===== src/rtl/csw_pkg.sv =====
package csw_pkg;

    localparam int WORD_W = 16;
    localparam int PTR_W  = 2 * WORD_W;
    localparam logic [PTR_W-1:0] PTR_NONE = '1;

    typedef enum logic [3:0] {
        CU_IDLE   = 4'd0,
        CU_SUSP   = 4'd1,
        CU_ACTIVE = 4'd2
    } cu_state_e;

    typedef enum logic [3:0] {
        RU_IDLE  = 4'd0,
        RU_SUSP  = 4'd1,
        RU_READY = 4'd4
    } ru_state_e;

    // Event flags, most significant first (status bits 15..12).
    typedef struct packed {
        logic cmd_done;
        logic frame;
        logic cu_left;
        logic ru_left;
    } evt_flags_t;

    typedef enum logic [2:0] {
        ST_IDLE,
        ST_CMD_RD,
        ST_CMD_CLR,
        ST_PTR_LO,
        ST_PTR_HI,
        ST_PTR_CAP,
        ST_STAT_WR
    } seq_state_e;

    function automatic logic [WORD_W-1:0] pack_status(
        input evt_flags_t f, input cu_state_e cu, input ru_state_e ru);
        return {f, cu, ru, 4'b0000};
    endfunction

endpackage


===== src/rtl/csw_attn_queue.sv =====
module csw_attn_queue #(
    parameter int CNT_W = 3
) (
    input  logic clk,
    input  logic rst,
    input  logic strobe,
    input  logic take,
    output logic pending
);
    localparam logic [CNT_W-1:0] CNT_MAX = '1;

    logic [CNT_W-1:0] cnt;
    logic             inc;

    assign inc     = strobe && ((cnt != CNT_MAX) || take);
    assign pending = (cnt != '0);

    always_ff @(posedge clk) begin
        if (rst) begin
            cnt <= '0;
        end else begin
            cnt <= cnt + CNT_W'(inc) - CNT_W'(take);
        end
    end

    // a pulse that is not cancelled by a take raises the count
    a_r11_count_up: assert property (@(posedge clk) disable iff (rst)
        (strobe && !take && cnt != CNT_MAX) |=> (cnt == $past(cnt) + CNT_W'(1)));

    // a take is only issued while something is pending
    a_r11_take_pending: assert property (@(posedge clk) disable iff (rst)
        take |-> pending);

endmodule


===== src/rtl/csw_decode.sv =====
module csw_decode
    import csw_pkg::*;
(
    input  logic [WORD_W-1:0] cmd_word,
    input  evt_flags_t        cur_flags,
    input  cu_state_e         cur_cu,
    input  ru_state_e         cur_ru,
    input  logic              ptr_held,
    output evt_flags_t        nxt_flags,
    output cu_state_e         nxt_cu,
    output ru_state_e         nxt_ru,
    output logic              soft_rst,
    output logic              need_load
);
    logic [2:0] cu_op;
    logic [2:0] ru_op;
    evt_flags_t acked;

    assign cu_op    = cmd_word[10:8];
    assign ru_op    = cmd_word[6:4];
    assign soft_rst = cmd_word[7];
    assign acked    = evt_flags_t'(cur_flags & ~cmd_word[15:12]);

    always_comb begin
        nxt_flags = acked;
        nxt_cu    = cur_cu;
        nxt_ru    = cur_ru;

        case (cu_op)
            3'd1: nxt_cu = CU_ACTIVE;
            3'd4: begin
                nxt_cu            = CU_SUSP;
                nxt_flags.cu_left = 1'b1;
            end
            default: ;
        endcase

        case (ru_op)
            3'd1, 3'd2: nxt_ru = RU_IDLE;
            3'd3, 3'd4: begin
                nxt_ru            = RU_SUSP;
                nxt_flags.ru_left = 1'b1;
            end
            default: ;
        endcase

        if (soft_rst) begin
            nxt_flags = '0;
            nxt_cu    = CU_IDLE;
            nxt_ru    = RU_SUSP;
        end
    end

    assign need_load = (nxt_cu != CU_SUSP) && (soft_rst || !ptr_held);

endmodule


===== src/rtl/csw_unit.sv =====
module csw_unit
    import csw_pkg::*;
#(
    parameter int AW        = 8,
    parameter int BASE_ADDR = 16,
    parameter int CNT_W     = 3
) (
    input  logic              clk,
    input  logic              rst,
    input  logic              attn,
    input  logic              set_cmd_evt,
    input  logic              set_frame_evt,
    input  logic              list_release,
    output logic              mem_req,
    output logic              mem_we,
    output logic [AW-1:0]     mem_addr,
    output logic [WORD_W-1:0] mem_wdata,
    input  logic [WORD_W-1:0] mem_rdata,
    output logic [3:0]        cu_state,
    output logic [3:0]        ru_state,
    output logic [WORD_W-1:0] status_word,
    output logic              list_start,
    output logic [PTR_W-1:0]  list_head
);
    localparam logic [AW-1:0] STAT_ADDR   = AW'(BASE_ADDR);
    localparam logic [AW-1:0] CMD_ADDR    = AW'(BASE_ADDR + 1);
    localparam logic [AW-1:0] PTR_LO_ADDR = AW'(BASE_ADDR + 2);
    localparam logic [AW-1:0] PTR_HI_ADDR = AW'(BASE_ADDR + 3);

    seq_state_e        state, state_d;
    evt_flags_t        flags, dec_flags, flags_d;
    cu_state_e         cu, dec_cu;
    ru_state_e         ru, dec_ru;
    logic [PTR_W-1:0]  ptr;
    logic [WORD_W-1:0] ptr_lo;
    logic              dec_srst, dec_load;
    logic              pending, take;

    csw_attn_queue #(.CNT_W(CNT_W)) i_queue (
        .clk     (clk),
        .rst     (rst),
        .strobe  (attn),
        .take    (take),
        .pending (pending)
    );

    csw_decode i_decode (
        .cmd_word  (mem_rdata),
        .cur_flags (flags),
        .cur_cu    (cu),
        .cur_ru    (ru),
        .ptr_held  (ptr != PTR_NONE),
        .nxt_flags (dec_flags),
        .nxt_cu    (dec_cu),
        .nxt_ru    (dec_ru),
        .soft_rst  (dec_srst),
        .need_load (dec_load)
    );

    assign take        = (state == ST_STAT_WR);
    assign status_word = pack_status(flags, cu, ru);
    assign cu_state    = cu;
    assign ru_state    = ru;
    assign list_head   = ptr;

    // Sequencer
    always_comb begin
        state_d = state;
        case (state)
            ST_IDLE:    if (pending) state_d = ST_CMD_RD;
            ST_CMD_RD:  state_d = ST_CMD_CLR;
            ST_CMD_CLR: state_d = dec_load ? ST_PTR_LO : ST_STAT_WR;
            ST_PTR_LO:  state_d = ST_PTR_HI;
            ST_PTR_HI:  state_d = ST_PTR_CAP;
            ST_PTR_CAP: state_d = ST_STAT_WR;
            ST_STAT_WR: state_d = ST_IDLE;
            default:    state_d = ST_IDLE;
        endcase
    end

    // Memory port
    always_comb begin
        mem_req   = 1'b0;
        mem_we    = 1'b0;
        mem_addr  = STAT_ADDR;
        mem_wdata = '0;
        case (state)
            ST_CMD_RD: begin
                mem_req  = 1'b1;
                mem_addr = CMD_ADDR;
            end
            ST_CMD_CLR: begin
                mem_req  = 1'b1;
                mem_we   = 1'b1;
                mem_addr = CMD_ADDR;
            end
            ST_PTR_LO: begin
                mem_req  = 1'b1;
                mem_addr = PTR_LO_ADDR;
            end
            ST_PTR_HI: begin
                mem_req  = 1'b1;
                mem_addr = PTR_HI_ADDR;
            end
            ST_STAT_WR: begin
                mem_req   = 1'b1;
                mem_we    = 1'b1;
                mem_addr  = STAT_ADDR;
                mem_wdata = status_word;
            end
            default: ;
        endcase
    end

    // Flag next value: decoded result, then external events ORed last
    always_comb begin
        flags_d = (state == ST_CMD_CLR) ? dec_flags : flags;
        flags_d.cmd_done = flags_d.cmd_done | set_cmd_evt;
        flags_d.frame    = flags_d.frame    | set_frame_evt;
    end

    always_ff @(posedge clk) begin
        if (rst) begin
            state      <= ST_IDLE;
            flags      <= '0;
            cu         <= CU_IDLE;
            ru         <= RU_SUSP;
            ptr        <= PTR_NONE;
            ptr_lo     <= '0;
            list_start <= 1'b0;
        end else begin
            state      <= state_d;
            flags      <= flags_d;
            list_start <= (state == ST_PTR_CAP);
            if (state == ST_CMD_CLR) begin
                cu <= dec_cu;
                ru <= dec_ru;
            end
            if (state == ST_PTR_HI) begin
                ptr_lo <= mem_rdata;
            end
            if (state == ST_PTR_CAP) begin
                ptr <= {mem_rdata, ptr_lo};
            end else if (state == ST_CMD_CLR && dec_srst) begin
                ptr <= PTR_NONE;
            end else if (list_release) begin
                ptr <= PTR_NONE;
            end
        end
    end

    // state codes stay within their legal sets
    a_r2_codes_legal: assert property (@(posedge clk) disable iff (rst)
        (cu_state inside {4'd0, 4'd1, 4'd2}) && (ru_state inside {4'd0, 4'd1, 4'd4}));

    // a command-word read is followed by a zero write to the same word
    a_r3_clear_after_read: assert property (@(posedge clk) disable iff (rst)
        (mem_req && !mem_we && mem_addr == CMD_ADDR) |=>
        (mem_req && mem_we && mem_addr == CMD_ADDR && mem_wdata == '0));

    // abort opcode suspends the command unit and raises bit 13
    a_r4_abort_flag: assert property (@(posedge clk) disable iff (rst)
        (state == ST_CMD_CLR && mem_rdata[10:8] == 3'd4 && !mem_rdata[7]) |=>
        (status_word[13] && cu_state == 4'd1));

    // suspend/abort opcodes suspend the receive unit and raise bit 12
    a_r5_ru_stop_flag: assert property (@(posedge clk) disable iff (rst)
        (state == ST_CMD_CLR && (mem_rdata[6:4] == 3'd3 || mem_rdata[6:4] == 3'd4)
         && !mem_rdata[7]) |=> (status_word[12] && ru_state == 4'd1));

    // start is a single-cycle pulse coinciding with the status write
    a_r9_start_pulse: assert property (@(posedge clk) disable iff (rst)
        list_start |=> !list_start);
    a_r9_start_with_status: assert property (@(posedge clk) disable iff (rst)
        list_start |-> (mem_req && mem_we && mem_addr == STAT_ADDR && list_head != PTR_NONE));

    // no pointer fetch while the command unit is suspended
    a_r10_no_fetch_suspended: assert property (@(posedge clk) disable iff (rst)
        (cu_state == 4'd1) |-> !(mem_req && !mem_we && mem_addr == PTR_LO_ADDR));

endmodule


===== config.mk =====
export PLATFORM = sky130hd
export DESIGN_NAME = csw_unit
export DESIGN_NICKNAME = d
export VERILOG_FILES = /design/src/rtl/csw_pkg.sv /design/src/rtl/csw_attn_queue.sv /design/src/rtl/csw_decode.sv /design/src/rtl/csw_unit.sv
export SDC_FILE = /design/constraint.sdc
export NUM_CORES = 1
export LEC_CHECK = 0
export BUFFER_PORTS_ARGS = -buffer_cell sky130_fd_sc_hd__buf_2
export CORE_ASPECT_RATIO = 1.4
export CORE_MARGIN = 1
export CORE_UTILIZATION = 42
export CTS_BUF_LIST = sky130_fd_sc_hd__clkbuf_16
export CTS_CLUSTER_DIAMETER = 30
export CTS_CLUSTER_SIZE = 25
export DETAILED_ROUTE_END_ITERATION = 8
export PLACE_DENSITY = 0.7
export REMOVE_ABC_BUFFERS = 1
export SYNTH_ARGS = -nofsm -noshare
export SYNTH_HDL_FRONTEND = slang
export SYNTH_SLANG_ARGS = --single-unit

===== constraint.sdc =====
create_clock -name clk -period 2.7 [get_ports clk]
set_input_delay 0.135 -clock clk [delete_from_list [all_inputs] [get_ports clk]]
set_output_delay 0.135 -clock clk [all_outputs]
set_load 0.005 [all_outputs]

# ---- Yosys cells after proc, flatten, opt, wreduce, memory -nomap -nowiden
# Index checks and enable logic that the tools add are counted.
dict set report classes {
  n_mux 18
  eq_ne 16
  mul 0
  reduce_logical 16
  addsub 2
  shift 0
  div 0
  n_lt_le_gt_ge 0
  bitwise 4
}
# cell n
set op_table {}
lappend op_table {{$mux W32} 3}
lappend op_table {{$ne A32 B32 Y1 const B} 1}
lappend op_table {{$pmux W3 S6} 1}
lappend op_table {{$mux W16} 1}
lappend op_table {{$mux W4} 4}
lappend op_table {{$pmux W4 S2} 2}
lappend op_table {{$eq A3 B3 Y1 const B} 5}
lappend op_table {{$eq A3 B2 Y1 const B} 4}
lappend op_table {{$eq A3 B1 Y1 const B} 3}
lappend op_table {{$reduce_bool A3 Y1} 3}
lappend op_table {{$reduce_or A2 Y1} 4}
lappend op_table {{$mux W3} 2}
lappend op_table {{$pmux W2 S3} 1}
lappend op_table {{$reduce_or A5 Y1} 1}
lappend op_table {{$and A4 B4 Y4} 1}
lappend op_table {{$mux W1} 4}
lappend op_table {{$ne A4 B1 Y1 const B} 1}
lappend op_table {{$not A4 Y4} 1}
lappend op_table {{$add A3 B1 Y3} 1}
lappend op_table {{$logic_and A1 B1 Y1} 3}
lappend op_table {{$logic_not A3 Y1} 1}
lappend op_table {{$ne A3 B3 Y1 const B} 1}
lappend op_table {{$sub A3 B1 Y3} 1}
lappend op_table {{$logic_or A1 B1 Y1} 2}
lappend op_table {{4 further kinds} 5}
dict set report totals {
  romBits 0
  mem_count 0
  output_inout_bits 83
  input_bits 22
  word_cells 67
  register_bits 67
  latch_bits 0
  mem_bits_rw 0
}

# ---- Logic depth before layout (Yosys ltp)
# Gate-level depths: netlist (run 1).
dict set report logic_depth {
  ltp_word 7
  ltp_mapped 10
  mapped_depth_nobuf 9
}

# ---- By module
# From an unflattened synthesis (run 1), not the netlist that was laid out.
dict set report unflattened {
  cells_unflattened 310
  hier_area_um2 2919.0
}
# module seq_area_each_um2 area_each_um2 cells_per_inst instances
set modules_own_cells {}
lappend modules_own_cells {csw_unit 1281.2 2521.2 256 1}
lappend modules_own_cells {csw_decode 0.0 229.0 39 1}
lappend modules_own_cells {csw_attn_queue 60.1 168.9 15 1}

# ---- Worst setup path before layout (run 1)
# OpenSTA, ideal clock, no wires.
dict set report synth_timing {
  path_kind {flip-flop to flip-flop}
  startpoint {reg state[1]}
  endpoint {reg i_queue.cnt[2]}
  period_less_slack_ns 2.040
  setup_time_ns 0.128
  path_slack_ns 0.660
  required_time_ns 2.572
  arrival_ns 1.913
  n_path_buf 1
  stages_incl_launch_ff 11
  cell_sequence {dfxtp_1 -> buf_4 -> nor2b_1 -> and2_1 -> ha_1 -> inv_1 -> ha_1 -> fa_1 -> xnor2_1 -> xnor2_1 -> nor2_1}
}
dict set report synth_via {
  elab_chain_len 5
}
# item line
set synth_lines {}
lappend synth_lines {{start: declaration} csw_unit.sv:30} ;# seq_state_e state, state_d;
lappend synth_lines {{start signal: assignment} csw_unit.sv:132} ;# state <= state_d;
lappend synth_lines {{$eq A3 B3 Y1 (*)} csw_unit.sv:60} ;# assign take = (state == ST_STAT_WR);
lappend synth_lines {{$logic_or A1 B1 Y1} csw_attn_queue.sv:15} ;# assign inc = strobe && ((cnt != CNT_MAX) || take);
lappend synth_lines {{$logic_and A1 B1 Y1} csw_attn_queue.sv:15}
lappend synth_lines {{$add A3 B1 Y3} csw_attn_queue.sv:22} ;# cnt <= cnt + CNT_W'(inc) - CNT_W'(take);
lappend synth_lines {{$sub A3 B1 Y3 (*)} csw_attn_queue.sv:22}
lappend synth_lines {{end signal: assignment} csw_attn_queue.sv:22}
lappend synth_lines {{end: declaration} csw_attn_queue.sv:12} ;# logic [CNT_W-1:0] cnt;
# Mark *: on every way between the ends. The rest lies on a longest branch, timed or not.
# A chain may end at the register's enable or synchronous reset.

# ---- Worst setup path after layout (run 1)
dict set report layout_timing {
  startpoint {reg state[0]}
  endpoint {reg i_queue.cnt[2]}
}
# The elaborated chain is that of the path after synthesis.

==> results of run 1 <==
cells in the final DEF (no fill, tap or decap), types with 5 or more instances in the layout:
master,netlist,layout
sky130_fd_sc_hd__buf_2,6,81
sky130_fd_sc_hd__nand2_1,37,37
sky130_fd_sc_hd__inv_1,7,8
sky130_fd_sc_hd__conb_1,2,23
sky130_fd_sc_hd__nor2b_1,5,5
sky130_fd_sc_hd__nand4_1,8,8
sky130_fd_sc_hd__clkbuf_16,0,9
sky130_fd_sc_hd__nor2_1,10,10
sky130_fd_sc_hd__a21oi_1,24,24
sky130_fd_sc_hd__and3_1,9,9
sky130_fd_sc_hd__o21ai_0,5,5
sky130_fd_sc_hd__buf_4,31,6
sky130_fd_sc_hd__o22a_1,32,32
sky130_fd_sc_hd__dfxtp_1,64,64
area by class of cell:
cell class / count / share of cell area [%]
Clock buffer: 9 / 6.74
Tap cell: 72 / 2.69
Timing Repair Buffer: 87 / 13.5
Multi-Input combinational cell: 200 / 36.1
Clock inverter: 7 / 1.91
Inverter: 7 / 0.786
Sequential cell: 64 / 38.3
critical path, cell delays in order, from the launching register on:
cell and delay, ns:
sky130_fd_sc_hd__dfxtp_1 0.60, sky130_fd_sc_hd__nor2b_1 0.11, sky130_fd_sc_hd__and2_1 0.20, sky130_fd_sc_hd__ha_1 0.28, sky130_fd_sc_hd__inv_1 0.04, sky130_fd_sc_hd__ha_1 0.20, sky130_fd_sc_hd__fa_1 0.38, sky130_fd_sc_hd__xnor2_1 0.18
sky130_fd_sc_hd__xnor2_1 0.14, sky130_fd_sc_hd__nor2_1 0.05
cells by family (layout without fill, tap and decap cells):
group / after synthesis / count (layout) / share of synthesized area [%]
AOI/OAI and AO/OA: 80 / 80 / 21.2
xor gates and xnor gates: 4 / 4 / 1.27
adders and majority gates: 3 / 3 / 1.64
buffers and inverters: 55 / 110 / 12.3
DFF: 64 / 64 / 46.6
other: 2 / 23 / 0.273
and+or+nand+nor: 90 / 90 / 16.6
layer usage:
| layer | share of wire [%] | vias to the layer above | track usage, % |
|---|---|---|---|
| met1 | 42 | 1087 | 22.8 |
| li1 | - | 1144 | - |
| met4 | 1.9 | 0 | 9.23 |
| met2 | 51 | 84 | 34.3 |
| met5 | 0 | - | 0 |
| met3 | 5.5 | 10 | 3.73 |
through the flow:
stage	cells	hold slack (ns)	util [%]	worst slack [ns]	power, mW
2_1_floorplan	271	0.204	-	0.488	1.24
3_3_place_gp	430	0.353	48.8	0.528	1.39
3_5_place_dp	430	0.359	48.8	0.448	1.40
4_1_cts	446	0.0224	53.5	0.431	2.50
5_1_grt	446	0.0523	53.5	0.200	2.60
6_report	446	0.0208	53.5	0.420	2.49
sequential cells by signal, indices dropped and copies added, names as in the netlist:
| signal | flops |
|---|---|
| ptr_lo | 16 |
| ru_state | 1 |
| status_word | 4 |
| cu_state | 4 |
| state | 3 |
| i_queue.cnt | 3 |
| list_start | 1 |
| list_head | 32 |
power by group:
part	total (mW)	switching, mW	internal (mW)
combinational	0.334	0.190	0.144
sequential	1.04	0.0569	0.987
clock	1.11	0.409	0.705
path summary, 6_finish.rpt:
check	from	to	slack [ns]
max reg2reg	state[0]	i_queue.cnt[2]	0.42
min reg2reg	ptr_lo[8]	ptr_lo[8]	0.46
max	state[0]	i_queue.cnt[2]	0.42
min	set_cmd_evt	status_word[15]	0.02
==> impl_results.html, run 1 <==
<table>
<tr><th>Metric</th><th>Value</th></tr>
<tr><th colspan="2">Yosys</th></tr>
<tr><td>Post-synthesis instance area</td><td>2750 um2</td></tr>
<tr><td>Fraction of post-synthesis cell area in the top cell type by area</td><td>46.6%</td></tr>
<tr><td>Number of enable-type register cells in the synthesized netlist</td><td>0</td></tr>
<tr><td>Main area contributors after synthesis</td><td>sky130_fd_sc_hd__dfxtp_1, sky130_fd_sc_hd__o22a_1, sky130_fd_sc_hd__buf_4, sky130_fd_sc_hd__nand2_1, sky130_fd_sc_hd__a21oi_1</td></tr>
<tr><td>Synth unique cells</td><td>44</td></tr>
<tr><td>Cell with the most instances after synthesis</td><td>sky130_fd_sc_hd__dfxtp_1</td></tr>
<tr><td>Number of standard cells after synthesis</td><td>298</td></tr>
<tr><td>Register area share after synthesis</td><td>46.6%</td></tr>
<tr><td>Commonest cells in the synthesized netlist</td><td>sky130_fd_sc_hd__dfxtp_1, sky130_fd_sc_hd__nand2_1, sky130_fd_sc_hd__o22a_1, sky130_fd_sc_hd__buf_4, sky130_fd_sc_hd__a21oi_1</td></tr>
<tr><td>Number of synthesized register bits</td><td>64</td></tr>
<tr><td>Library cell with the largest summed area after synthesis</td><td>sky130_fd_sc_hd__dfxtp_1</td></tr>
<tr><td>Dominant register cell in the synthesized netlist</td><td>sky130_fd_sc_hd__dfxtp_1</td></tr>
<tr><td>Warnings, synthesis</td><td>0</td></tr>
<tr><td>Fraction of registers with async set or reset after synthesis</td><td>0%</td></tr>
<tr><td>Synthesized area divided by synthesized cell count</td><td>9.22 um2</td></tr>
<tr><th colspan="2">Clocking</th></tr>
<tr><td>Number of levels in the clock H-tree</td><td>3</td></tr>
<tr><td>Sink count of the clock tree</td><td>64</td></tr>
<tr><td>Clock tree from TritonCTS</td><td>yes</td></tr>
<tr><td>Number of buffers inserted for hold repair after clock tree synthesis</td><td>0</td></tr>
<tr><td>Num CTS Buffers</td><td>9</td></tr>
<tr><td>Root buffer selected by CTS</td><td>sky130_fd_sc_hd__clkbuf_16</td></tr>
<tr><td>Longest Clk Path Bufs</td><td>2</td></tr>
<tr><td>Worst skew pair latency</td><td>0.33 ns</td></tr>
<tr><td>Number of setup buffers added after CTS</td><td>0</td></tr>
<tr><td>Total of cells resized after clock tree synthesis</td><td>0</td></tr>
<tr><td>CTS clock-pin slew for the worst setup and hold paths</td><td>0.05 ns</td></tr>
<tr><th colspan="2">GRT</th></tr>
<tr><td>Via count of the first global-routing pass</td><td>2,147</td></tr>
<tr><td>Number of antenna violations at the first check in global routing</td><td>0</td></tr>
<tr><td>All-Layer GR Usage</td><td>19.7%</td></tr>
<tr><td>Wire length of the first global-routing pass</td><td>10,500 um</td></tr>
<tr><td>Pin count of the biggest net entering global routing</td><td>34</td></tr>
<tr><td>Total grt overflow</td><td>0</td></tr>
<tr><th colspan="2">STA</th></tr>
<tr><td>Transition time of the tightest slew-check pin</td><td>0.755 ns</td></tr>
<tr><td>Unrepaired setup endpoints after global routing</td><td>false</td></tr>
<tr><td>Slew Limit Fails</td><td>0</td></tr>
<tr><td>Highest achievable clock rate</td><td>0.439 GHz</td></tr>
<tr><td>Fin crit share</td><td>84.5%</td></tr>
<tr><td>Crit path time final</td><td>2.28 ns</td></tr>
<tr><td>Slew Limit Headroom</td><td>49.7%</td></tr>
<tr><td>Worst clock skew on the final layout</td><td>0.00436 ns</td></tr>
<tr><td>Count of endpoints failing hold in the final timing report</td><td>0</td></tr>
<tr><td>Final number of setup-violating endpoints</td><td>0</td></tr>
<tr><td>Setup_tns</td><td>0 ns</td></tr>
<tr><th colspan="2">Floorplanning</th></tr>
<tr><td>Floorplan die area</td><td>6870 um2</td></tr>
<tr><td>Initial cell density of the core</td><td>43.9%</td></tr>
<tr><td>Ports</td><td>105</td></tr>
<tr><td>Width of the chip</td><td>70.4 um</td></tr>
<tr><td>Core area</td><td>6250 um2</td></tr>
<tr><td>Overall die height</td><td>97.7 um</td></tr>
<tr><td>Number of core rows</td><td>34</td></tr>
<tr><th colspan="2">Pwr</th></tr>
<tr><td>Power density over the cells</td><td>745 nW/um2</td></tr>
<tr><td>Standby leakage power</td><td>1.45 nW</td></tr>
<tr><td>Maximum resistive drop on vdd</td><td>0.390 mV</td></tr>
<tr><th colspan="2">Place</th></tr>
<tr><td>Port-buffer cells</td><td>81</td></tr>
<tr><td>Detailed placer's ending HPWL</td><td>4520 um</td></tr>
<tr><td>Placed Area</td><td>3050 um2</td></tr>
<tr><td>Final RePlAce weighted congestion</td><td>0.750</td></tr>
<tr><th colspan="2">Final layout</th></tr>
<tr><td>Number of fillers in the final layout</td><td>582</td></tr>
<tr><td>Antenna cells</td><td>0</td></tr>
<tr><td>Multi-input combinational cell area</td><td>1210 um2</td></tr>
<tr><td>Area grow syn2layout</td><td>21.7%</td></tr>
<tr><td>Final nets</td><td>394</td></tr>
<tr><td>Finished layout cell area</td><td>3340 um2</td></tr>
<tr><td>Reg area</td><td>1280 um2</td></tr>
<tr><td>Layout cell share with drive strength beyond 1</td><td>28.1%</td></tr>
<tr><th colspan="2">Setup path</th></tr>
<tr><td>CP Capture Type</td><td>flip-flop</td></tr>
<tr><td>Arr. time, crit path</td><td>2.50 ns</td></tr>
<tr><td>Worst setup path category</td><td>flip-flop to flip-flop</td></tr>
<tr><td>Nature of the critical path startpoint</td><td>flip-flop</td></tr>
<tr><td>Required time of the critical path</td><td>2.92 ns</td></tr>
<tr><td>Critical path fanouts, max</td><td>15</td></tr>
<tr><td>Depth of the most critical reg-to-reg path</td><td>9</td></tr>
<tr><th colspan="2">Worst hold path</th></tr>
<tr><td>Classification of the worst-slack hold path</td><td>input port to flip-flop</td></tr>
<tr><td>Hold Crit Depth</td><td>3</td></tr>
<tr><th colspan="2">Routing</th></tr>
<tr><td>WL per Instance</td><td>14.7 um</td></tr>
<tr><td>Number of nets still failing antenna checks after routing</td><td>0</td></tr>
<tr><td>Number of design-rule violations left by the first detailed-router iteration</td><td>190</td></tr>
<tr><td>Remaining routing DRC violations</td><td>0</td></tr>
<tr><td>Detailed Route WL</td><td>6550 um</td></tr>
<tr><td>Mean number of vias per cell</td><td>5.21</td></tr>
<tr><td>Pre-Repair DR Iteration Count</td><td>4</td></tr>
<tr><td>DR vias</td><td>2,325</td></tr>
<tr><th colspan="2">Job</th></tr>
<tr><td>Max-cap violations</td><td>0</td></tr>
<tr><th colspan="2">Outcome</th></tr>
<tr><td>Outcome</td><td>finished clean</td></tr>
</table>
Note: power is estimated with default switching activity, not from simulation.
==> run 2, diff against run 1 <==
--- a/config.mk
+++ b/config.mk
@@ -5,6 +5,7 @@
 export SDC_FILE = /design/constraint.sdc
 export NUM_CORES = 1
 export LEC_CHECK = 0
+export ABC_AREA = 1
 export BUFFER_PORTS_ARGS = -buffer_cell sky130_fd_sc_hd__buf_2
 export CORE_ASPECT_RATIO = 1.4
 export CORE_MARGIN = 1
@@ -13,7 +14,7 @@
 export CTS_CLUSTER_DIAMETER = 30
 export CTS_CLUSTER_SIZE = 25
 export DETAILED_ROUTE_END_ITERATION = 8
-export PLACE_DENSITY = 0.7
+export PLACE_DENSITY = 0.68
 export REMOVE_ABC_BUFFERS = 1
 export SYNTH_ARGS = -nofsm -noshare
 export SYNTH_HDL_FRONTEND = slang
==> constraint.sdc (replaced) <==
create_clock -name clk -period 2.3 [get_ports clk]
set_input_delay 0.115 -clock clk [delete_from_list [all_inputs] [get_ports clk]]
set_output_delay 0.115 -clock clk [all_outputs]
set_load 0.005 [all_outputs]
==> impl_results.html, run 2 <==
<table>
<tr><th>Metric</th><th>Value</th></tr>
<tr><th colspan="2">Yosys</th></tr>
<tr><td>Main area contributors after synthesis</td><td>sky130_fd_sc_hd__dfxtp_1, sky130_fd_sc_hd__o32ai_2, sky130_fd_sc_hd__buf_4, sky130_fd_sc_hd__inv_1, sky130_fd_sc_hd__nor2_1</td></tr>
<tr><td>Dominant register cell in the synthesized netlist</td><td>sky130_fd_sc_hd__dfxtp_1</td></tr>
<tr><td>Register area share after synthesis</td><td>39.9% (-6.7 points)</td></tr>
<tr><td>Cell with the most instances after synthesis</td><td>sky130_fd_sc_hd__dfxtp_1</td></tr>
<tr><td>Warnings, synthesis</td><td>0 (unchanged)</td></tr>
<tr><td>Number of enable-type register cells in the synthesized netlist</td><td>0 (unchanged)</td></tr>
<tr><td>Commonest cells in the synthesized netlist</td><td>sky130_fd_sc_hd__dfxtp_1, sky130_fd_sc_hd__inv_1, sky130_fd_sc_hd__nor2_1, sky130_fd_sc_hd__nand2_1, sky130_fd_sc_hd__buf_4</td></tr>
<tr><td>Synthesized area divided by synthesized cell count</td><td>8.54 um2 (-7.4%)</td></tr>
<tr><td>Fraction of post-synthesis cell area in the top cell type by area</td><td>39.9% (-6.7 points)</td></tr>
<tr><td>Number of synthesized register bits</td><td>64 (unchanged)</td></tr>
<tr><td>Fraction of registers with async set or reset after synthesis</td><td>0% (unchanged)</td></tr>
<tr><td>Synth unique cells</td><td>33 (-25%)</td></tr>
<tr><td>Number of standard cells after synthesis</td><td>376 (+26%)</td></tr>
<tr><td>Post-synthesis instance area</td><td>3210 um2 (+17%)</td></tr>
<tr><td>Library cell with the largest summed area after synthesis</td><td>sky130_fd_sc_hd__dfxtp_1</td></tr>
<tr><th colspan="2">Setup path</th></tr>
<tr><td>Worst R2R Start</td><td>state[2]</td></tr>
<tr><td>Required time of the critical path</td><td>2.51 ns (-0.41 ns)</td></tr>
<tr><td>Setup slack on the worst flop-to-flop path</td><td>0.33 ns (-0.09 ns)</td></tr>
<tr><td>Critical path fanouts, max</td><td>7 (-8)</td></tr>
<tr><td>Nature of the critical path startpoint</td><td>flip-flop</td></tr>
<tr><td>Arr. time, crit path</td><td>2.18 ns (-0.32 ns)</td></tr>
<tr><td>Worst setup path category</td><td>flip-flop to flip-flop</td></tr>
<tr><td>Number of gates on the worst path with buffers counted</td><td>8 (-1)</td></tr>
<tr><td>Endpoint of the lowest-slack register-to-register path</td><td>i_queue.cnt[2]</td></tr>
<tr><td>Buffers and inverters on the worst path</td><td>2 (+1)</td></tr>
<tr><td>CP max stage delay</td><td>0.58 ns (-0.02 ns)</td></tr>
<tr><td>Worst setup startpoint</td><td>state[2]</td></tr>
<tr><td>Cell chain of the critical path</td><td>inv_2 &gt; nor2_1 &gt; ha_1 &gt; inv_1 &gt; ha_1 &gt; fa_1 &gt; nor3_1 &gt; nor2_1</td></tr>
<tr><td>Critical path endpoint</td><td>i_queue.cnt[2]</td></tr>
<tr><td>Depth of the most critical reg-to-reg path</td><td>8 (-1)</td></tr>
<tr><td>CP Capture Type</td><td>flip-flop</td></tr>
<tr><td>CP max stage cell</td><td>sky130_fd_sc_hd__dfxtp_1</td></tr>
<tr><td>Cell family with the largest share of critical-path delay</td><td>adder cells</td></tr>
<tr><th colspan="2">Place</th></tr>
<tr><td>Final RePlAce weighted congestion</td><td>0.806 (+7.6%)</td></tr>
<tr><td>Placed Area</td><td>3500 um2 (+14%)</td></tr>
<tr><td>Placed Cells incl. Taps</td><td>535 (+24%)</td></tr>
<tr><td>Port-buffer cells</td><td>81 (unchanged)</td></tr>
<tr><td>Detailed placer's ending HPWL</td><td>4980 um (+10%)</td></tr>
<tr><th colspan="2">STA</th></tr>
<tr><td>Fin crit share</td><td>85.6% (+1.2 points)</td></tr>
<tr><td>Setup_tns</td><td>0 ns (unchanged)</td></tr>
<tr><td>Unrepaired setup endpoints after global routing</td><td>false</td></tr>
<tr><td>Count of endpoints failing hold in the final timing report</td><td>0 (unchanged)</td></tr>
<tr><td>Slew Limit Headroom</td><td>43.0% (-6.6 points)</td></tr>
<tr><td>Highest achievable clock rate</td><td>0.508 GHz (+16%)</td></tr>
<tr><td>Crit path time final</td><td>1.97 ns (-0.311 ns)</td></tr>
<tr><td>Worst clock skew on the final layout</td><td>0.00467 ns (+0.000307 ns)</td></tr>
<tr><td>Final number of setup-violating endpoints</td><td>0 (unchanged)</td></tr>
<tr><td>Slew Limit Fails</td><td>0 (unchanged)</td></tr>
<tr><td>Transition time of the tightest slew-check pin</td><td>0.853 ns (+0.0984 ns)</td></tr>
<tr><th colspan="2">Floorplanning</th></tr>
<tr><td>Width of the chip</td><td>75.9 um (+7.9%)</td></tr>
<tr><td>Overall die height</td><td>105 um (+7.9%)</td></tr>
<tr><td>Floorplan die area</td><td>8000 um2 (+16%)</td></tr>
<tr><td>Ports</td><td>105 (unchanged)</td></tr>
<tr><td>Number of core rows</td><td>37 (+8.8%)</td></tr>
<tr><td>Initial cell density of the core</td><td>43.6% (-0.32 points)</td></tr>
<tr><td>Core area</td><td>7360 um2 (+18%)</td></tr>
<tr><th colspan="2">Job</th></tr>
<tr><td>Max-cap violations</td><td>0 (unchanged)</td></tr>
<tr><th colspan="2">Final layout</th></tr>
<tr><td>Share of the core filled with cells in the final layout</td><td>51.5% (-1.9 points)</td></tr>
<tr><td>Most common cell after layout, fill and taps aside</td><td>sky130_fd_sc_hd__buf_2</td></tr>
<tr><td>Reg area</td><td>1280 um2 (unchanged)</td></tr>
<tr><td>Antenna cells</td><td>0 (unchanged)</td></tr>
<tr><td>Multi-input combinational cell area</td><td>1400 um2 (+16%)</td></tr>
<tr><td>Layout cell share with drive strength beyond 1</td><td>31.9% (+3.8 points)</td></tr>
<tr><td>Area grow syn2layout</td><td>18.1%</td></tr>
<tr><td>Number of fillers in the final layout</td><td>717 (+23%)</td></tr>
<tr><td>Commonest non-fill, non-tap cells in the layout</td><td>sky130_fd_sc_hd__buf_2, sky130_fd_sc_hd__dfxtp_1, sky130_fd_sc_hd__inv_1</td></tr>
<tr><td>Finished layout cell area</td><td>3790 um2 (+13%)</td></tr>
<tr><td>Final nets</td><td>476 (+21%)</td></tr>
<tr><td>Max FFs per register</td><td>32 (unchanged)</td></tr>
<tr><td>Final Instance Count excl. Fillers</td><td>552 (+24%)</td></tr>
<tr><th colspan="2">GRT</th></tr>
<tr><td>Pin count of the biggest net entering global routing</td><td>33 (-2.9%)</td></tr>
<tr><td>Wire length of the first global-routing pass</td><td>11,300 um (+7.4%)</td></tr>
<tr><td>Via count of the first global-routing pass</td><td>2,490 (+16%)</td></tr>
<tr><td>All-Layer GR Usage</td><td>18.8% (-0.90 points)</td></tr>
<tr><td>Number of antenna violations at the first check in global routing</td><td>0 (unchanged)</td></tr>
<tr><td>Total grt overflow</td><td>0 (unchanged)</td></tr>
<tr><th colspan="2">Clocking</th></tr>
<tr><td>Worst skew pair latency</td><td>0.33 ns (about the same)</td></tr>
<tr><td>CTS clock-pin slew for the worst setup and hold paths</td><td>0.05 ns (about the same)</td></tr>
<tr><td>Number of setup buffers added after CTS</td><td>0 (unchanged)</td></tr>
<tr><td>Sink count of the clock tree</td><td>64 (unchanged)</td></tr>
<tr><td>Longest Clk Path Bufs</td><td>2 (unchanged)</td></tr>
<tr><td>Number of levels in the clock H-tree</td><td>3 (unchanged)</td></tr>
<tr><td>Clock tree from TritonCTS</td><td>yes</td></tr>
<tr><td>Num CTS Buffers</td><td>9 (unchanged)</td></tr>
<tr><td>Root buffer selected by CTS</td><td>sky130_fd_sc_hd__clkbuf_16</td></tr>
<tr><th colspan="2">Routing</th></tr>
<tr><td>Detailed Route WL</td><td>7020 um (+7.2%)</td></tr>
<tr><td>DR vias</td><td>2,653 (+14%)</td></tr>
<tr><td>Pre-Repair DR Iteration Count</td><td>4 (unchanged)</td></tr>
<tr><td>Mean number of vias per cell</td><td>4.81 (-7.8%)</td></tr>
<tr><td>Number of nets still failing antenna checks after routing</td><td>0 (unchanged)</td></tr>
<tr><td>WL per Instance</td><td>12.7 um (-13%)</td></tr>
<tr><td>Number of design-rule violations left by the first detailed-router iteration</td><td>99 (-48%)</td></tr>
<tr><td>Remaining routing DRC violations</td><td>0 (unchanged)</td></tr>
<tr><th colspan="2">Pwr</th></tr>
<tr><td>Standby leakage power</td><td>1.79 nW (+23%)</td></tr>
<tr><td>Power density over the cells</td><td>871 nW/um2 (+17%)</td></tr>
<tr><td>Maximum resistive drop on vdd</td><td>0.521 mV (+34%)</td></tr>
<tr><th colspan="2">Worst hold path</th></tr>
<tr><td>Classification of the worst-slack hold path</td><td>input port to flip-flop</td></tr>
<tr><td>Worst hold path startpoint</td><td>rst</td></tr>
<tr><th colspan="2">Outcome</th></tr>
<tr><td>Outcome</td><td>finished clean</td></tr>
</table>
[run 2: cell types whose count changed after synthesis, moves of 5 or more]
cell,change
sky130_fd_sc_hd__inv_1,+51
sky130_fd_sc_hd__o22a_1,-32
sky130_fd_sc_hd__o32ai_2,+30
sky130_fd_sc_hd__nand2_1,+5
sky130_fd_sc_hd__inv_2,+8
sky130_fd_sc_hd__nor2_1,+42
sky130_fd_sc_hd__nor2b_1,-5
sky130_fd_sc_hd__clkbuf_1,-8
sky130_fd_sc_hd__o21ai_0,+18
sky130_fd_sc_hd__and3_1,-9
sky130_fd_sc_hd__nand4_1,-8
[run 2: per-stage QoR]
step	total power [mW]	hold WS, ns	worst slack [ns]
final	3.30	0.0207	0.330
after global routing	3.48	0.0232	0.158
after CTS	3.33	0.0154	0.334
after detailed placement	2.05	0.334	0.335
after global placement	2.03	0.323	0.409
after floorplan	1.78	0.184	0.317
[run 2: logic make-up after synthesis]
logic type,share of synthesized area [%]
compound gates,24.1
buf+inv,19.0
simple gates,15.4
flops,39.9
other cells,0.234
fa+ha+maj,1.40
[run 2: what timing repair did]
| item | 4_1_cts | 5_1_grt |
|---|---|---|
| hold endpoints to repair | 2 | 0 |
| resized for setup | 0 | 0 |
| hold buffers | 2 | 0 |
[run 2: worst reg2reg max path: stages, from the launching register on]
cell,delay (ns)
sky130_fd_sc_hd__dfxtp_1,0.58
sky130_fd_sc_hd__inv_2,0.07
sky130_fd_sc_hd__nor2_1,0.18
sky130_fd_sc_hd__ha_1,0.16
sky130_fd_sc_hd__inv_1,0.04
sky130_fd_sc_hd__ha_1,0.20
sky130_fd_sc_hd__fa_1,0.38
sky130_fd_sc_hd__nor3_1,0.20
sky130_fd_sc_hd__nor2_1,0.06
[run 2: metal layers]
metal | wire, um | global-route usage (%)
met5 | 0 | 0
met3 | 372 | 5.07
met1 | 2920 | 20.8
met2 | 3610 | 32.4
met4 | 112 | 8.07
[run 2: power breakdown]
group	internal [mW]	total (mW)	switching (mW)
Clock	0.816	1.27	0.457
Combinational	0.261	0.696	0.435
Sequential	1.23	1.33	0.102
Total	2.31	3.30	0.994
[run 2: cell type report]
class / instances / share of cell area [%]
clock buffer: 9 / 5.94
clock inverter: 6 / 1.35
inverter: 67 / 6.63
multi-input combinational: 221 / 36.9
sequential: 64 / 33.8
tap: 97 / 3.20
timing repair buffer: 88 / 12.2
[run 2: worst min-delay path by stage]
stage | end | slack [ns] | depth (start not counted)
floorplan | cu_state[2] | 0.18 | 1
global placement | status_word[14] | 0.32 | 3
detailed placement | status_word[15] | 0.33 | 3
CTS | list_start | 0.02 | 2
global route | list_start | 0.02 | 2
finish | list_start | 0.02 | 2
==> run 3, diff against run 2 <==
--- a/config.mk
+++ b/config.mk
@@ -14,8 +14,9 @@
 export CTS_CLUSTER_DIAMETER = 30
 export CTS_CLUSTER_SIZE = 25
 export DETAILED_ROUTE_END_ITERATION = 8
-export PLACE_DENSITY = 0.68
+export PLACE_DENSITY = 0.67
 export REMOVE_ABC_BUFFERS = 1
 export SYNTH_ARGS = -nofsm -noshare
 export SYNTH_HDL_FRONTEND = slang
+export SYNTH_HIERARCHICAL = 1
 export SYNTH_SLANG_ARGS = --single-unit
==> impl_results.html, run 3 <==
<table>
<tr><th>Metric</th><th>Value</th></tr>
<tr><th colspan="2">Outcome</th></tr>
<tr><td>Outcome</td><td>finished clean</td></tr>
<tr><th colspan="2">Yosys</th></tr>
<tr><td>Post-synthesis instance area</td><td>3450 um2 (+7.4%)</td></tr>
<tr><td>Main area contributors after synthesis</td><td>sky130_fd_sc_hd__dfxtp_1, sky130_fd_sc_hd__nand2_1, sky130_fd_sc_hd__inv_1, sky130_fd_sc_hd__nor2_1, sky130_fd_sc_hd__nand3_1</td></tr>
<tr><td>Number of synthesized register bits</td><td>67 (+4.7%)</td></tr>
<tr><td>Basic-gate share of the synthesized area counting and, or, nand and nor cells</td><td>31.0% (+16 points)</td></tr>
<tr><td>Adder-Cell Fraction of Synth Area</td><td>1.31% (-0.097 points)</td></tr>
<tr><td>Combinational family with the most area after synthesis</td><td>simple AND/OR/NAND/NOR gates</td></tr>
<tr><td>Dominant register cell in the synthesized netlist</td><td>sky130_fd_sc_hd__dfxtp_1</td></tr>
<tr><td>Post-synthesis xor/xnor area fraction</td><td>0% (unchanged)</td></tr>
<tr><td>Warnings, synthesis</td><td>6 (+6)</td></tr>
<tr><td>Synth unique cells</td><td>27 (-18%)</td></tr>
<tr><td>Register area share after synthesis</td><td>38.9% (-1.0 points)</td></tr>
<tr><td>Number of standard cells after synthesis</td><td>532 (+41%)</td></tr>
<tr><td>Synthesized area divided by synthesized cell count</td><td>6.48 um2 (-24%)</td></tr>
<tr><td>Fraction of post-synthesis cell area in the top cell type by area</td><td>38.9% (-1.0 points)</td></tr>
<tr><td>Fraction of registers with async set or reset after synthesis</td><td>0% (unchanged)</td></tr>
<tr><td>Proportion of synthesized area in mux cells</td><td>0% (unchanged)</td></tr>
<tr><td>Number of enable-type register cells in the synthesized netlist</td><td>0 (unchanged)</td></tr>
<tr><td>Cell with the most instances after synthesis</td><td>sky130_fd_sc_hd__nand2_1</td></tr>
<tr><td>Commonest cells in the synthesized netlist</td><td>sky130_fd_sc_hd__nand2_1, sky130_fd_sc_hd__inv_1, sky130_fd_sc_hd__nor2_1, sky130_fd_sc_hd__dfxtp_1, sky130_fd_sc_hd__nand3_1</td></tr>
<tr><td>Fraction of the mapped netlist area in compound gates</td><td>8.93% (-15 points)</td></tr>
<tr><td>Library cell with the largest summed area after synthesis</td><td>sky130_fd_sc_hd__dfxtp_1</td></tr>
<tr><th colspan="2">Place</th></tr>
<tr><td>Port-buffer cells</td><td>90 (+11%)</td></tr>
<tr><td>Final RePlAce weighted congestion</td><td>0.767 (-4.9%)</td></tr>
<tr><td>Placed Cells incl. Taps</td><td>695 (+30%)</td></tr>
<tr><td>Detailed placer's ending HPWL</td><td>5590 um (+12%)</td></tr>
<tr><th colspan="2">STA</th></tr>
<tr><td>Worst clock skew on the final layout</td><td>0.00589 ns (+0.00122 ns)</td></tr>
<tr><td>Unrepaired setup endpoints after global routing</td><td>false</td></tr>
<tr><td>Slew Limit Headroom</td><td>45.9% (+2.9 points)</td></tr>
<tr><td>Slew Limit Fails</td><td>0 (unchanged)</td></tr>
<tr><td>Transition time of the tightest slew-check pin</td><td>0.811 ns (-0.0426 ns)</td></tr>
<tr><td>Final number of setup-violating endpoints</td><td>0 (unchanged)</td></tr>
<tr><td>Count of endpoints failing hold in the final timing report</td><td>0 (unchanged)</td></tr>
<tr><td>Fin crit share</td><td>92.7% (+7.1 points)</td></tr>
<tr><td>Highest achievable clock rate</td><td>0.469 GHz (-7.6%)</td></tr>
<tr><td>Crit path time final</td><td>2.13 ns (+0.162 ns)</td></tr>
<tr><td>Worst hold slack after final layout</td><td>0.0608 ns (+0.0401 ns)</td></tr>
<tr><td>Setup_tns</td><td>0 ns (unchanged)</td></tr>
<tr><th colspan="2">Setup path</th></tr>
<tr><td>Setup slack on the worst flop-to-flop path</td><td>0.17 ns (-0.16 ns)</td></tr>
<tr><td>Cell chain of the critical path</td><td>inv_1 &gt; nand2_1 &gt; nor2_2 &gt; o21ai_1 &gt; ha_1 &gt; inv_1 &gt; ha_1 &gt; inv_1 &gt; fa_1 &gt; inv_1 &gt; nand2_1 &gt; a21oi_2 &gt; nor2_2</td></tr>
<tr><td>Required time of the critical path</td><td>2.52 ns (about the same)</td></tr>
<tr><td>CP Capture Type</td><td>flip-flop</td></tr>
<tr><td>Worst R2R Start</td><td>state[0]</td></tr>
<tr><td>Arr. time, crit path</td><td>2.35 ns (+0.17 ns)</td></tr>
<tr><td>CP max stage delay</td><td>0.37 ns (-0.21 ns)</td></tr>
<tr><td>CP max stage cell</td><td>sky130_fd_sc_hd__fa_1</td></tr>
<tr><td>Critical path fanouts, max</td><td>5 (-2)</td></tr>
<tr><td>Most prevalent standard cell on the critical path</td><td>sky130_fd_sc_hd__inv_1</td></tr>
<tr><td>Nature of the critical path startpoint</td><td>flip-flop</td></tr>
<tr><td>Worst setup path category</td><td>flip-flop to flip-flop</td></tr>
<tr><td>Worst setup startpoint</td><td>state[0]</td></tr>
<tr><td>Depth of the most critical reg-to-reg path</td><td>13 (+5)</td></tr>
<tr><th colspan="2">Worst hold path</th></tr>
<tr><td>Worst hold path startpoint</td><td>set_cmd_evt</td></tr>
<tr><td>Classification of the worst-slack hold path</td><td>input port to flip-flop</td></tr>
<tr><td>Hold Crit Depth</td><td>5 (+3)</td></tr>
<tr><th colspan="2">Floorplanning</th></tr>
<tr><td>Overall die height</td><td>109 um (+3.6%)</td></tr>
<tr><td>Floorplan die area</td><td>8580 um2 (+7.2%)</td></tr>
<tr><td>Number of core rows</td><td>38 (+2.7%)</td></tr>
<tr><td>Width of the chip</td><td>78.6 um (+3.5%)</td></tr>
<tr><td>Core area</td><td>7850 um2 (+6.6%)</td></tr>
<tr><td>Initial cell density of the core</td><td>44.0% (+0.34 points)</td></tr>
<tr><td>Ports</td><td>105 (unchanged)</td></tr>
<tr><th colspan="2">Routing</th></tr>
<tr><td>Pre-Repair DR Iteration Count</td><td>4 (unchanged)</td></tr>
<tr><td>WL met3</td><td>455 um (+22%)</td></tr>
<tr><td>Detailed Route WL</td><td>8080 um (+15%)</td></tr>
<tr><td>Length of routed met2 wiring</td><td>4180 um (+16%)</td></tr>
<tr><td>DR vias</td><td>3,207 (+21%)</td></tr>
<tr><td>Uppermost layer routed</td><td>met4</td></tr>
<tr><td>Mean number of vias per cell</td><td>4.51 (-6.2%)</td></tr>
<tr><td>Number of design-rule violations left by the first detailed-router iteration</td><td>200 (+100%)</td></tr>
<tr><td>Remaining routing DRC violations</td><td>0 (unchanged)</td></tr>
<tr><td>Number of nets still failing antenna checks after routing</td><td>0 (unchanged)</td></tr>
<tr><td>WL per Instance</td><td>11.4 um (-11%)</td></tr>
<tr><td>Post-Route M1 WL</td><td>3360 um (+15%)</td></tr>
<tr><th colspan="2">Clocking</th></tr>
<tr><td>Worst skew pair latency</td><td>0.33 ns (about the same)</td></tr>
<tr><td>Number of buffers inserted for hold repair after clock tree synthesis</td><td>0 (-2)</td></tr>
<tr><td>Clock tree from TritonCTS</td><td>yes</td></tr>
<tr><td>Number of setup buffers added after CTS</td><td>0 (unchanged)</td></tr>
<tr><td>Num CTS Buffers</td><td>9 (unchanged)</td></tr>
<tr><td>Root buffer selected by CTS</td><td>sky130_fd_sc_hd__clkbuf_16</td></tr>
<tr><td>CTS clock-pin slew for the worst setup and hold paths</td><td>0.06 ns (about the same)</td></tr>
<tr><td>Sink count of the clock tree</td><td>67 (+4.7%)</td></tr>
<tr><td>Total of cells resized after clock tree synthesis</td><td>0 (unchanged)</td></tr>
<tr><td>Longest Clk Path Bufs</td><td>2 (unchanged)</td></tr>
<tr><td>Number of levels in the clock H-tree</td><td>3 (unchanged)</td></tr>
<tr><th colspan="2">Job</th></tr>
<tr><td>Max-cap violations</td><td>0 (unchanged)</td></tr>
<tr><th colspan="2">Final layout</th></tr>
<tr><td>Final nets</td><td>631 (+33%)</td></tr>
<tr><td>Multi-input combinational cell area</td><td>1480 um2 (+5.7%)</td></tr>
<tr><td>Layout cell share with drive strength beyond 1</td><td>20.5% (-11 points)</td></tr>
<tr><td>Reg area</td><td>1350 um2 (+5.0%)</td></tr>
<tr><td>Commonest non-fill, non-tap cells in the layout</td><td>sky130_fd_sc_hd__nand2_1, sky130_fd_sc_hd__inv_1, sky130_fd_sc_hd__nor2_1</td></tr>
<tr><td>Antenna cells</td><td>0 (unchanged)</td></tr>
<tr><td>Final Instance Count excl. Fillers</td><td>711 (+29%)</td></tr>
<tr><td>Most common cell after layout, fill and taps aside</td><td>sky130_fd_sc_hd__nand2_1</td></tr>
<tr><td>Area grow syn2layout</td><td>18.0%</td></tr>
<tr><td>Max FFs per register</td><td>32 (unchanged)</td></tr>
<tr><td>Number of fillers in the final layout</td><td>824 (+15%)</td></tr>
<tr><th colspan="2">GRT</th></tr>
<tr><td>Wire length of the first global-routing pass</td><td>13,300 um (+18%)</td></tr>
<tr><td>Via count of the first global-routing pass</td><td>2,916 (+17%)</td></tr>
<tr><td>Number of antenna violations at the first check in global routing</td><td>0 (unchanged)</td></tr>
<tr><td>All-Layer GR Usage</td><td>20.2% (+1.4 points)</td></tr>
<tr><td>Total grt overflow</td><td>0 (unchanged)</td></tr>
<tr><td>Pin count of the biggest net entering global routing</td><td>39 (+18%)</td></tr>
<tr><th colspan="2">Pwr</th></tr>
<tr><td>Power density over the cells</td><td>865 nW/um2 (-0.66%)</td></tr>
<tr><td>Standby leakage power</td><td>2.12 nW (+19%)</td></tr>
<tr><td>Maximum resistive drop on vdd</td><td>0.458 mV (-12%)</td></tr>
</table>
==> run 3: worst paths after layout <==
| check | end |
|---|---|
| max | i_queue/cnt[2] |
| min | status_word[15] |
| min reg2reg | ptr_lo[4] |
| max reg2reg | i_queue/cnt[2] |
==> run 3: layout make-up <==
| type | instances | share of cell area, % |
|---|---|---|
| multi-input combinational | 332 | 36.3 |
| sequential | 67 | 33.1 |
| timing repair buffer | 95 | 12.0 |
| inverter | 101 | 9.32 |
| clock buffer | 9 | 5.54 |
| tap | 100 | 3.08 |
| clock inverter | 7 | 0.677 |
==> run 3: cells by family after synthesis <==
group	after synthesis
and+or+nand+nor	256
buffers and inverters	145
DFF	67
AOI/OAI and AO/OA	59
adders and majority gates	3
other	2
==> run 3: layer usage <==
metal	global-route usage (%)	vias to the layer above
met2	37.0	96
met1	22.4	1396
met3	4.85	6
li1	-	1709
met5	0	-
met4	7.41	0
==> run 3: power by group <==
| group | total, mW | switching (mW) | internal [mW] | leakage (nW) |
|---|---|---|---|---|
| sequential | 1.46 | 0.135 | 1.33 | 0.545 |
| clock | 1.17 | 0.470 | 0.703 | 0.132 |
| combinational | 0.884 | 0.552 | 0.333 | 1.44 |
==> run 3: metrics by stage <==
stage	cell area (um2)	setup WS [ns]	utilization [%]	power (mW)
floorplan	3190	0.235	-	2.00
detailed placement	3810	0.0788	48.5	2.36
global placement	3810	0.221	48.5	2.34
finish	4070	0.168	51.9	3.52
global route	4070	0.00107	51.9	3.76
CTS	4060	0.0567	51.7	3.54
==> run 3: critical path: cells and delay by family (launching register included) <==
kind,cells,cell delay [ns]
fa+ha+maj,3,0.79
compound gates,2,0.26
flops,1,0.36
simple gates,4,0.37
buf+inv,4,0.26
